--- config.mk ---
export PLATFORM = sky130hd
export DESIGN_NAME = i2c_bus_watch
export DESIGN_NICKNAME = d
export VERILOG_FILES = /design/src/rtl/i2cw_pkg.sv /design/src/rtl/i2cw_line_sync.sv /design/src/rtl/i2cw_decoder.sv /design/src/rtl/i2c_bus_watch.sv
export SDC_FILE = /design/constraint.sdc
export NUM_CORES = 1
export LEC_CHECK = 0
export CAP_MARGIN = 20
export CORE_MARGIN = 3
export CORE_UTILIZATION = 59
export DETAILED_ROUTE_END_ITERATION = 7
export DONT_BUFFER_PORTS = 1
export PLACE_DENSITY = 0.75
export REMOVE_ABC_BUFFERS = 1
export SLEW_MARGIN = 20
export SYNTH_ARGS = -nofsm -noshare
export SYNTH_HDL_FRONTEND = slang
export SYNTH_HIERARCHICAL = 1
export SYNTH_SLANG_ARGS = --single-unit
--- constraint.sdc ---
create_clock -name clk -period 1.31 [get_ports clk]
set_input_delay 0.262 -clock clk [delete_from_list [all_inputs] [get_ports clk]]
set_output_delay 0.262 -clock clk [all_outputs]
set_load 0.02 [all_outputs]
--- src/rtl/i2cw_pkg.sv ---
package i2cw_pkg;

  typedef enum logic [3:0] {
    EV_START   = 4'd0,
    EV_RSTART  = 4'd1,
    EV_STOP    = 4'd2,
    EV_ACK     = 4'd3,
    EV_NACK    = 4'd4,
    EV_ADDR_RD = 4'd5,
    EV_ADDR_WR = 4'd6,
    EV_DATA_RD = 4'd7,
    EV_DATA_WR = 4'd8
  } ev_kind_e;

  // sparse encoding so that illegal values exist and can be caught
  typedef enum logic [2:0] {
    ST_IDLE = 3'b000,
    ST_ADDR = 3'b001,
    ST_DATA = 3'b010,
    ST_ACK  = 3'b100
  } mon_state_e;

endpackage

--- src/rtl/i2cw_line_sync.sv ---
module i2cw_line_sync #(
  parameter int   STAGES   = 2,
  parameter logic IDLE_LVL = 1'b1
) (
  input  logic clk,
  input  logic rst_n,
  input  logic d_i,
  output logic level_o,
  output logic last_o
);

  logic [STAGES-1:0] chain_q;
  logic [STAGES:0]   tap;
  logic              last_q;

  assign tap = {chain_q, d_i};

  always_ff @(posedge clk or negedge rst_n) begin
    if (!rst_n) begin
      chain_q <= {STAGES{IDLE_LVL}};
      last_q  <= IDLE_LVL;
    end else begin
      chain_q <= tap[STAGES-1:0];
      last_q  <= chain_q[STAGES-1];
    end
  end

  assign level_o = chain_q[STAGES-1];
  assign last_o  = last_q;

endmodule

--- src/rtl/i2cw_decoder.sv ---
module i2cw_decoder
  import i2cw_pkg::*;
#(
  parameter int DATA_W     = 8,
  parameter bit ADDR_SHIFT = 1'b1
) (
  input  logic              clk,
  input  logic              rst_n,
  input  logic              scl_now,
  input  logic              scl_was,
  input  logic              sda_now,
  input  logic              sda_was,
  output logic              ev_valid_o,
  output logic [3:0]        ev_type_o,
  output logic [DATA_W-1:0] ev_data_o,
  output logic              err_o
);

  localparam int              CNT_W    = (DATA_W > 2) ? $clog2(DATA_W) : 1;
  localparam logic [CNT_W-1:0] LAST_BIT = CNT_W'(DATA_W - 1);

  mon_state_e        cur_q, nxt;
  logic [CNT_W-1:0]  cnt_q, cnt_d;
  logic [DATA_W-1:0] sh_q;
  logic              sh_en;
  logic              dir_q, dir_d;
  logic              rep_q, rep_d;
  logic              ev_v_d;
  ev_kind_e          ev_t_d;
  logic [DATA_W-1:0] ev_dat_d;
  logic              err_d;
  logic              ev_v_q;
  logic [3:0]        ev_t_q;
  logic [DATA_W-1:0] ev_dat_q;
  logic              err_q;

  logic              bit_c, start_c, stop_c, last_c;
  logic [DATA_W-1:0] byte_c;

  // edge and condition detection on synchronised levels
  assign bit_c   = scl_now & ~scl_was;
  assign start_c = scl_now & scl_was & sda_was & ~sda_now;
  assign stop_c  = scl_now & scl_was & ~sda_was & sda_now;
  assign byte_c  = {sh_q[DATA_W-2:0], sda_now};
  assign last_c  = (cnt_q == LAST_BIT);

  // next-state process
  always_comb begin
    nxt      = cur_q;
    cnt_d    = cnt_q;
    dir_d    = dir_q;
    rep_d    = rep_q;
    ev_v_d   = 1'b0;
    ev_t_d   = EV_START;
    ev_dat_d = '0;
    err_d    = 1'b0;
    sh_en    = 1'b0;
    case (cur_q)
      ST_IDLE: begin
        if (start_c) begin
          ev_v_d = 1'b1;
          ev_t_d = rep_q ? EV_RSTART : EV_START;
          rep_d  = 1'b1;
          cnt_d  = '0;
          nxt    = ST_ADDR;
        end
      end
      ST_ADDR: begin
        if (bit_c) begin
          sh_en = 1'b1;
          if (last_c) begin
            ev_v_d   = 1'b1;
            dir_d    = byte_c[0];
            ev_t_d   = byte_c[0] ? EV_ADDR_RD : EV_ADDR_WR;
            ev_dat_d = ADDR_SHIFT ? (byte_c >> 1) : byte_c;
            cnt_d    = '0;
            nxt      = ST_ACK;
          end else begin
            cnt_d = cnt_q + CNT_W'(1);
          end
        end
      end
      ST_DATA: begin
        if (bit_c) begin
          sh_en = 1'b1;
          if (last_c) begin
            ev_v_d   = 1'b1;
            ev_t_d   = dir_q ? EV_DATA_RD : EV_DATA_WR;
            ev_dat_d = byte_c;
            cnt_d    = '0;
            nxt      = ST_ACK;
          end else begin
            cnt_d = cnt_q + CNT_W'(1);
          end
        end else if (start_c) begin
          ev_v_d = 1'b1;
          ev_t_d = rep_q ? EV_RSTART : EV_START;
          rep_d  = 1'b1;
          cnt_d  = '0;
          nxt    = ST_ADDR;
        end else if (stop_c) begin
          ev_v_d = 1'b1;
          ev_t_d = EV_STOP;
          rep_d  = 1'b0;
          cnt_d  = '0;
          nxt    = ST_IDLE;
        end
      end
      ST_ACK: begin
        if (bit_c) begin
          ev_v_d = 1'b1;
          ev_t_d = sda_now ? EV_NACK : EV_ACK;
          cnt_d  = '0;
          nxt    = ST_DATA;
        end
      end
      default: begin
        err_d = 1'b1;
        rep_d = 1'b0;
        cnt_d = '0;
        nxt   = ST_IDLE;
      end
    endcase
  end

  // register process
  always_ff @(posedge clk or negedge rst_n) begin
    if (!rst_n) begin
      cur_q    <= ST_IDLE;
      cnt_q    <= '0;
      sh_q     <= '0;
      dir_q    <= 1'b0;
      rep_q    <= 1'b0;
      ev_v_q   <= 1'b0;
      ev_t_q   <= 4'd0;
      ev_dat_q <= '0;
      err_q    <= 1'b0;
    end else begin
      cur_q  <= nxt;
      cnt_q  <= cnt_d;
      dir_q  <= dir_d;
      rep_q  <= rep_d;
      ev_v_q <= ev_v_d;
      err_q  <= err_d;
      if (sh_en) begin
        sh_q <= byte_c;
      end
      if (ev_v_d) begin
        ev_t_q   <= ev_t_d;
        ev_dat_q <= ev_dat_d;
      end
    end
  end

  assign ev_valid_o = ev_v_q;
  assign ev_type_o  = ev_t_q;
  assign ev_data_o  = ev_dat_q;
  assign err_o      = err_q;

  // a first START always leaves the decoder collecting an address
  a_r1_start_enters_addr: assert property (@(posedge clk) disable iff (!rst_n)
    (ev_v_q && ev_t_q == EV_START) |-> (cur_q == ST_ADDR));

  // idle without a START condition stays silent
  a_r2_idle_quiet: assert property (@(posedge clk) disable iff (!rst_n)
    (cur_q == ST_IDLE && !start_c) |=> !ev_v_q);

  // an acknowledge report leaves the decoder waiting for data
  a_r4_ack_to_data: assert property (@(posedge clk) disable iff (!rst_n)
    (ev_v_q && (ev_t_q == EV_ACK || ev_t_q == EV_NACK)) |-> (cur_q == ST_DATA));

  // data kind agrees with the latched direction
  a_r5_dir_tag: assert property (@(posedge clk) disable iff (!rst_n)
    (ev_v_q && (ev_t_q == EV_DATA_RD || ev_t_q == EV_DATA_WR))
      |-> ((ev_t_q == EV_DATA_RD) == dir_q));

  // no condition events out of the address or acknowledge phase
  a_r6_cond_in_data_only: assert property (@(posedge clk) disable iff (!rst_n)
    (cur_q == ST_ADDR || cur_q == ST_ACK)
      |=> !(ev_v_q && (ev_t_q == EV_STOP || ev_t_q == EV_RSTART)));

  // a STOP report leaves the repeated flag cleared
  a_r8_stop_clears_rep: assert property (@(posedge clk) disable iff (!rst_n)
    (ev_v_q && ev_t_q == EV_STOP) |-> !rep_q);

  // condition and acknowledge events carry a zero value
  a_r9_zero_value: assert property (@(posedge clk) disable iff (!rst_n)
    (ev_v_q && ev_t_q <= EV_NACK) |-> (ev_dat_q == '0));

  // an error pulse leaves the decoder idle
  a_r10_err_idle: assert property (@(posedge clk) disable iff (!rst_n)
    err_q |-> (cur_q == ST_IDLE));

endmodule

--- src/rtl/i2c_bus_watch.sv ---
module i2c_bus_watch
  import i2cw_pkg::*;
#(
  parameter int DATA_W      = 8,
  parameter int SYNC_STAGES = 2,
  parameter bit ADDR_SHIFT  = 1'b1
) (
  input  logic              clk,
  input  logic              rst_n,
  input  logic              scl_i,
  input  logic              sda_i,
  output logic              ev_valid_o,
  output logic [3:0]        ev_type_o,
  output logic [DATA_W-1:0] ev_data_o,
  output logic              err_o
);

  localparam int N_LINES = 2;
  localparam int LN_SCL  = 0;
  localparam int LN_SDA  = 1;

  logic [1:0]         rst_pipe_q;
  logic               rst_core_n;
  logic [N_LINES-1:0] line_raw, line_now, line_was;

  // asynchronous assertion, synchronous release
  always_ff @(posedge clk or negedge rst_n) begin
    if (!rst_n) begin
      rst_pipe_q <= 2'b00;
    end else begin
      rst_pipe_q <= {rst_pipe_q[0], 1'b1};
    end
  end
  assign rst_core_n = rst_pipe_q[1];

  assign line_raw[LN_SCL] = scl_i;
  assign line_raw[LN_SDA] = sda_i;

  for (genvar g = 0; g < N_LINES; g++) begin : g_line
    i2cw_line_sync #(
      .STAGES  (SYNC_STAGES),
      .IDLE_LVL(1'b1)
    ) u_sync (
      .clk    (clk),
      .rst_n  (rst_core_n),
      .d_i    (line_raw[g]),
      .level_o(line_now[g]),
      .last_o (line_was[g])
    );
  end

  i2cw_decoder #(
    .DATA_W    (DATA_W),
    .ADDR_SHIFT(ADDR_SHIFT)
  ) u_dec (
    .clk       (clk),
    .rst_n     (rst_core_n),
    .scl_now   (line_now[LN_SCL]),
    .scl_was   (line_was[LN_SCL]),
    .sda_now   (line_now[LN_SDA]),
    .sda_was   (line_was[LN_SDA]),
    .ev_valid_o(ev_valid_o),
    .ev_type_o (ev_type_o),
    .ev_data_o (ev_data_o),
    .err_o     (err_o)
  );

endmodule

==> results of run 1 <==
## what timing repair did
item                                   in CTS
hold buffers                                3
resized for setup                          39
setup endpoints to repair                  28
pin swaps                                   5
endpoints found under the hold margin       4
buffers inserted                           10
gates cloned                                1
## logic make-up after synthesis
logic type      share of synthesized area (%)
simple gates                             14.0
xor+xnor                                0.472
other cells                             0.202
mux                                      11.6
flops                                    50.3
buf+inv                                  6.14
compound gates                           15.3
fa+ha+maj                                2.02
## stage by stage
step           worst slack (ns)  cells  cell area (um2)
4_1_cts                  -0.498    254             2480
3_5_place_dp             -0.656    233             2140
3_3_place_gp             -0.584    233             2140
2_1_floorplan            -0.595    152             1780
==> summary by stage, run 1 <==
Floorplanning
The die outline height is between 60 and 70 um. Once the floorplan was initialized, standard cells occupied ~64% of the core. In this run the count of I/O pins placed on the die edge is 18. The floorplan die width is a little over 60 um. The number of rows created at floorplan is 19.

Logic synthesis
The cell count after synthesis came out at roughly 160. Of the synthesized area, sequential elements account for between 50 and 60%. The share of async-settable or async-resettable flops after synthesis is 100%. The mean area per synthesized cell is ~12 um2.

The synthesized design contains 37 register bits. The mapped netlist covers between 1500 and 2000 um2. Yosys printed 6 warnings.

The commonest cells after synthesis are 31 x sky130_fd_sc_hd__dfrtp_1, 10 x sky130_fd_sc_hd__inv_1, 10 x sky130_fd_sc_hd__mux2_2. For this run, the leading register cell type out of synthesis is sky130_fd_sc_hd__dfrtp_1. Synthesis instantiated 46 different standard cells from the library.

Of all cell types, the one taking the most synthesized area is sky130_fd_sc_hd__dfrtp_1. The number of enable flip-flop cells after synthesis is 0. The leading cell type by number of instances after synthesis is sky130_fd_sc_hd__dfrtp_1. Summed over its instances, the top area cell type makes up about two fifths of the synthesized netlist area.

In the post-synthesis netlist, the biggest area contributors are sky130_fd_sc_hd__dfrtp_1 42%, sky130_fd_sc_hd__dfstp_2 8.5%, sky130_fd_sc_hd__mux2_2 6.1%, sky130_fd_sc_hd__mux2_4 3.2%, sky130_fd_sc_hd__a22o_1 2.8%.

Timing
The type of the worst endpoint after the last repair is a sequential cell input. When the last timing repair stopped, the worst path ended at u_dec/ev_type_o[3]$_DFFE_PN0P_/D.

CTS
The number of buffers created by CTS is 5. The maximum clock insertion buffer count is 2. The root buffer selected by CTS is sky130_fd_sc_hd__clkbuf_4. The number of clock sinks is 37. The H-tree depth is 2.

Outcome
The flow did not finish. The tool reported: "[ERROR DPL-0033] detailed placement checks failed during check placement". Progress stopped at global routing (5_1_grt).

Placed design
Routability-driven placement finished with a final weighted congestion of just over 0.9. During placement, the flow inserted port buffers numbering 0. Detailed placement finished with a half-perimeter wire length of between 3 and 4 mm.

GRT
The initial antenna violation count is 1. Entering global routing, the biggest net connects 29 pins.
==> run 2: changes to the inputs <==
CORE_UTILIZATION = 40   (was 59)
PLACE_DENSITY = default   (was 0.75)
PLACE_DENSITY_LB_ADDON = 0.15   (was default)
==> run 2 against run 1 <==
The flow now finishes, with violations (setup timing). Synthesized cell count stayed put. Synthesized area stayed put.
==> summary by stage, run 2 <==
Outcome
The run finished, with violations left. The checks that failed: setup timing.

Timing
The max-slew violation count is 0. The worst setup margin is -0.524 ns. The largest clock skew in the final design is a little over 0.006 ns.

After layout, the minimum clock period comes to around 1.8 ns. The final number of hold-violating endpoints is 0. Based on the critical path, the design can be clocked at up to about 0.55 GHz.

Setup repair after global routing could not meet its margin everywhere. The fraction of the cycle the final worst path needs is 140%. The count of endpoints failing setup in the final report is 28. The summed negative setup slack over all endpoints is -10.86 ns.

Placed design
Detailed placement ended at an HPWL of ~3.1 mm. Routability-driven placement finished with a final weighted congestion of about 0.86. Port buffering added 0 buffers. Including well taps, the total number of placed cells is approximately 250.

GRT
The via count of the first global-routing pass was about 1500. The initial antenna violation count is 0. The global route total overflow is 0. The global-route wire length before repair is ~7.6 mm.

Across every metal layer, demand over resource in global routing totals 18.5%. Entering global routing, the biggest net connects 36 pins.

CTS
In this run, CTS created clock tree buffers numbering 5. The H-tree was split into 2 levels. The CTS tree is built.

The maximum clock insertion buffer count is 2. The root buffer selected by CTS is sky130_fd_sc_hd__clkbuf_8. The number of clock sinks is 37. The later pin in the worst-skew pair is clocked with a latency of around 0.29 ns. The CTS clock-pin slew for the worst setup and hold paths is around 0.07 ns.

Worst setup path
For the worst setup path, the data required time is 1.49 ns. The worst setup path is captured at a register. The arrival time at the worst endpoint is between 2 and 2.5 ns. The category of the worst setup path launch point is a register.

The maximum fanout along the worst path is 6. The classification of the worst setup path is reg2reg.

Logic synthesis
After synthesis, the share of flip-flops with an asynchronous set or reset is between 90% and 100%. Ranked by total cell area, the synthesized netlist is headed by sky130_fd_sc_hd__dfrtp_1 42%, sky130_fd_sc_hd__dfstp_2 8.5%, sky130_fd_sc_hd__mux2_2 6.1%, sky130_fd_sc_hd__mux2_4 3.2%, sky130_fd_sc_hd__a22o_1 2.8%. The gate count of the mapped netlist is approximately 160.

The netlist area before placement is about 1900 um2. The fraction of the yosys area taken by sequential cells is 50.3%. By count the netlist is led by 31 x sky130_fd_sc_hd__dfrtp_1, 10 x sky130_fd_sc_hd__inv_1, 10 x sky130_fd_sc_hd__mux2_2. For this run, the leading register cell type out of synthesis is sky130_fd_sc_hd__dfrtp_1. The netlist uses 46 different library cells. Of all cell types, the one taking the most synthesized area is sky130_fd_sc_hd__dfrtp_1. The register bit count reported by yosys is 37.

The warning count from the yosys run is 6. Counting flops with a built-in enable in the synthesized netlist gives 0. The mean area per synthesized cell is ~12 um2. The leading cell type by number of instances after synthesis is sky130_fd_sc_hd__dfrtp_1. In this run the biggest area consumer among cell types represents 41.8% of the synthesized area.

Floorplanning
For this configuration, the core starts out at a cell density of roughly 42%. The number of rows created at floorplan is 24. The floorplan die width is between 70 and 80 um. The total die area is around 5500 um2. The die outline height is approximately 74 um. 18 I/O pins were placed. The area of the core region is between 4000 and 5000 um2.

Detailed routing
The number of routed nets with antenna violations is 0. After detailed routing, the number of remaining DRC violations is 0. Dividing the detail-routed wire length by the instance count gives roughly 18 um.

The via-per-instance ratio is around 5.4. For this block, the via count after detailed routing is roughly 1500. For this block, the initial DRC count from the detailed router was between 100 and 150. Summed over all layers, the routed wires come to roughly 4.8 mm. The first-pass detailed-route iteration total is 4.

Cells and area
The post-route non-filler standard cell count is about 270. Across the whole layout, storage elements account for a little over 900 um2. For this run, the share of the core covered by cells in the final layout is 60.9%.

In the final layout, the multi-input gates occupy between 1000 and 1500 um2. The fraction of layout instances using a drive strength above 1 is 51.6%. The most common cell after layout, fill and taps aside is sky130_fd_sc_hd__buf_4. The top cell types in the final layout, fill and taps aside, are 46 x sky130_fd_sc_hd__buf_4, 30 x sky130_fd_sc_hd__dfrtp_1, 11 x sky130_fd_sc_hd__buf_6, 10 x sky130_fd_sc_hd__inv_1, 10 x sky130_fd_sc_hd__mux2_4. The number of fill cells is around 350. Compared with the post-synthesis result, the final layout area differs by 45.1%. The count of inserted antenna diode cells is 0. The net count of the finished layout is approximately 230. The flip-flop count of the largest register after layout is 8.

Pwr
IR analysis of the VDD net gives a maximum drop of around 960 uV. The power consumption is slightly below 0.004 W. For this design the ratio of total power to cell area is 1480 nW/um2.

For this design the static power due to leakage is roughly 1.2 nW.

Worst hold path
The path class of the tightest hold or removal check is in2async.

Job
The reported max-cap violation count is 0.
run 2: cell counts after synthesis:
Identical to the previous run, type by type.
run 2: cell families after synthesis:
kind of cell,Yosys count,synth area share (%)
other,1,0.202
buffers and inverters,19,6.14
flip-flops,37,50.3
adder cells (fa/ha/maj),3,2.02
multiplexers,18,11.6
XOR/XNOR,1,0.472
AND/OR/NAND/NOR,44,14.0
AO/OA/AOI/OAI,38,15.3
run 2: area by class of cell:
cell class              count  area share (%)
multi-input cells         106            38.6
flip-flops and latches     37            34.7
repair buffers             60            18.6
clock inverters             3            1.72
inverters                  10            1.40
clock buffers               5            2.56
well taps                  52            2.42
run 2: where the power goes:
part | internal [W] | switching (W)
combinational | 0.000738 | 0.000555
sequential | 0.00139 | 0.000303
clock | 0.000569 | 0.000419
total | 0.00270 | 0.00128
run 2: worst paths after layout:
check                      cells past startpoint  slack, ns                           to                        start
max                                            6      -0.52           u_dec/ev_data_o[0]               u_dec/cnt_q[1]
min                                            1       0.19                rst_pipe_q[1]                        rst_n
max reg2reg                                    6      -0.52           u_dec/ev_data_o[0]               u_dec/cnt_q[1]
min reg2reg                                    1       0.28                u_dec/sh_q[0]                rst_pipe_q[1]
max in group asynchronous                      1       0.70      g_line[1].u_sync/last_o                rst_pipe_q[1]
min in group clk                               0       0.36  g_line[0].u_sync/chain_q[1]  g_line[0].u_sync/chain_q[0]
run 2: stage by stage:
step | area [um2] | worst slack (ns) | hold WS, ns
floorplan | 1780 | -0.595 | -0.0336
global placement | 2170 | -0.592 | -0.0335
detailed placement | 2170 | -0.666 | -0.0335
CTS | 2570 | -0.527 | 0.181
global route | 2690 | -0.644 | 0.179
finish | 2690 | -0.524 | 0.191
run 2: what timing repair did:
item / in CTS / in global routing
endpoints found under the hold margin: 4 / 0
pin swaps: 11 / 9
hold buffers: 3 / 0
gates resized for setup: 38 / 17
cloned: 1 / 0
setup endpoints to repair: 28 / 28
buffers inserted: 8 / 8
run 2: layer usage:
metal | share of wire, % | wire length, um | vias to the layer above | track usage (%)
li1 | - | - | 700 | -
met1 | 42 | 2000 | 725 | 24.6
met2 | 50 | 2410 | 46 | 29.4
met3 | 6.0 | 289 | 15 | 4.86
met4 | 2.0 | 96 | 0 | 6.24
met5 | 0 | 0 | - | 0
run 2: critical path, cell delays in order (launching register included):
cell	delay, ns
sky130_fd_sc_hd__dfrtp_1	0.42
sky130_fd_sc_hd__ha_4	0.20
sky130_fd_sc_hd__ha_4	0.18
sky130_fd_sc_hd__a21oi_4	0.15
sky130_fd_sc_hd__nor4_4	0.06
sky130_fd_sc_hd__a211o_4	0.39
sky130_fd_sc_hd__mux2_4	0.32
Note: power is estimated with default switching activity, not from simulation.
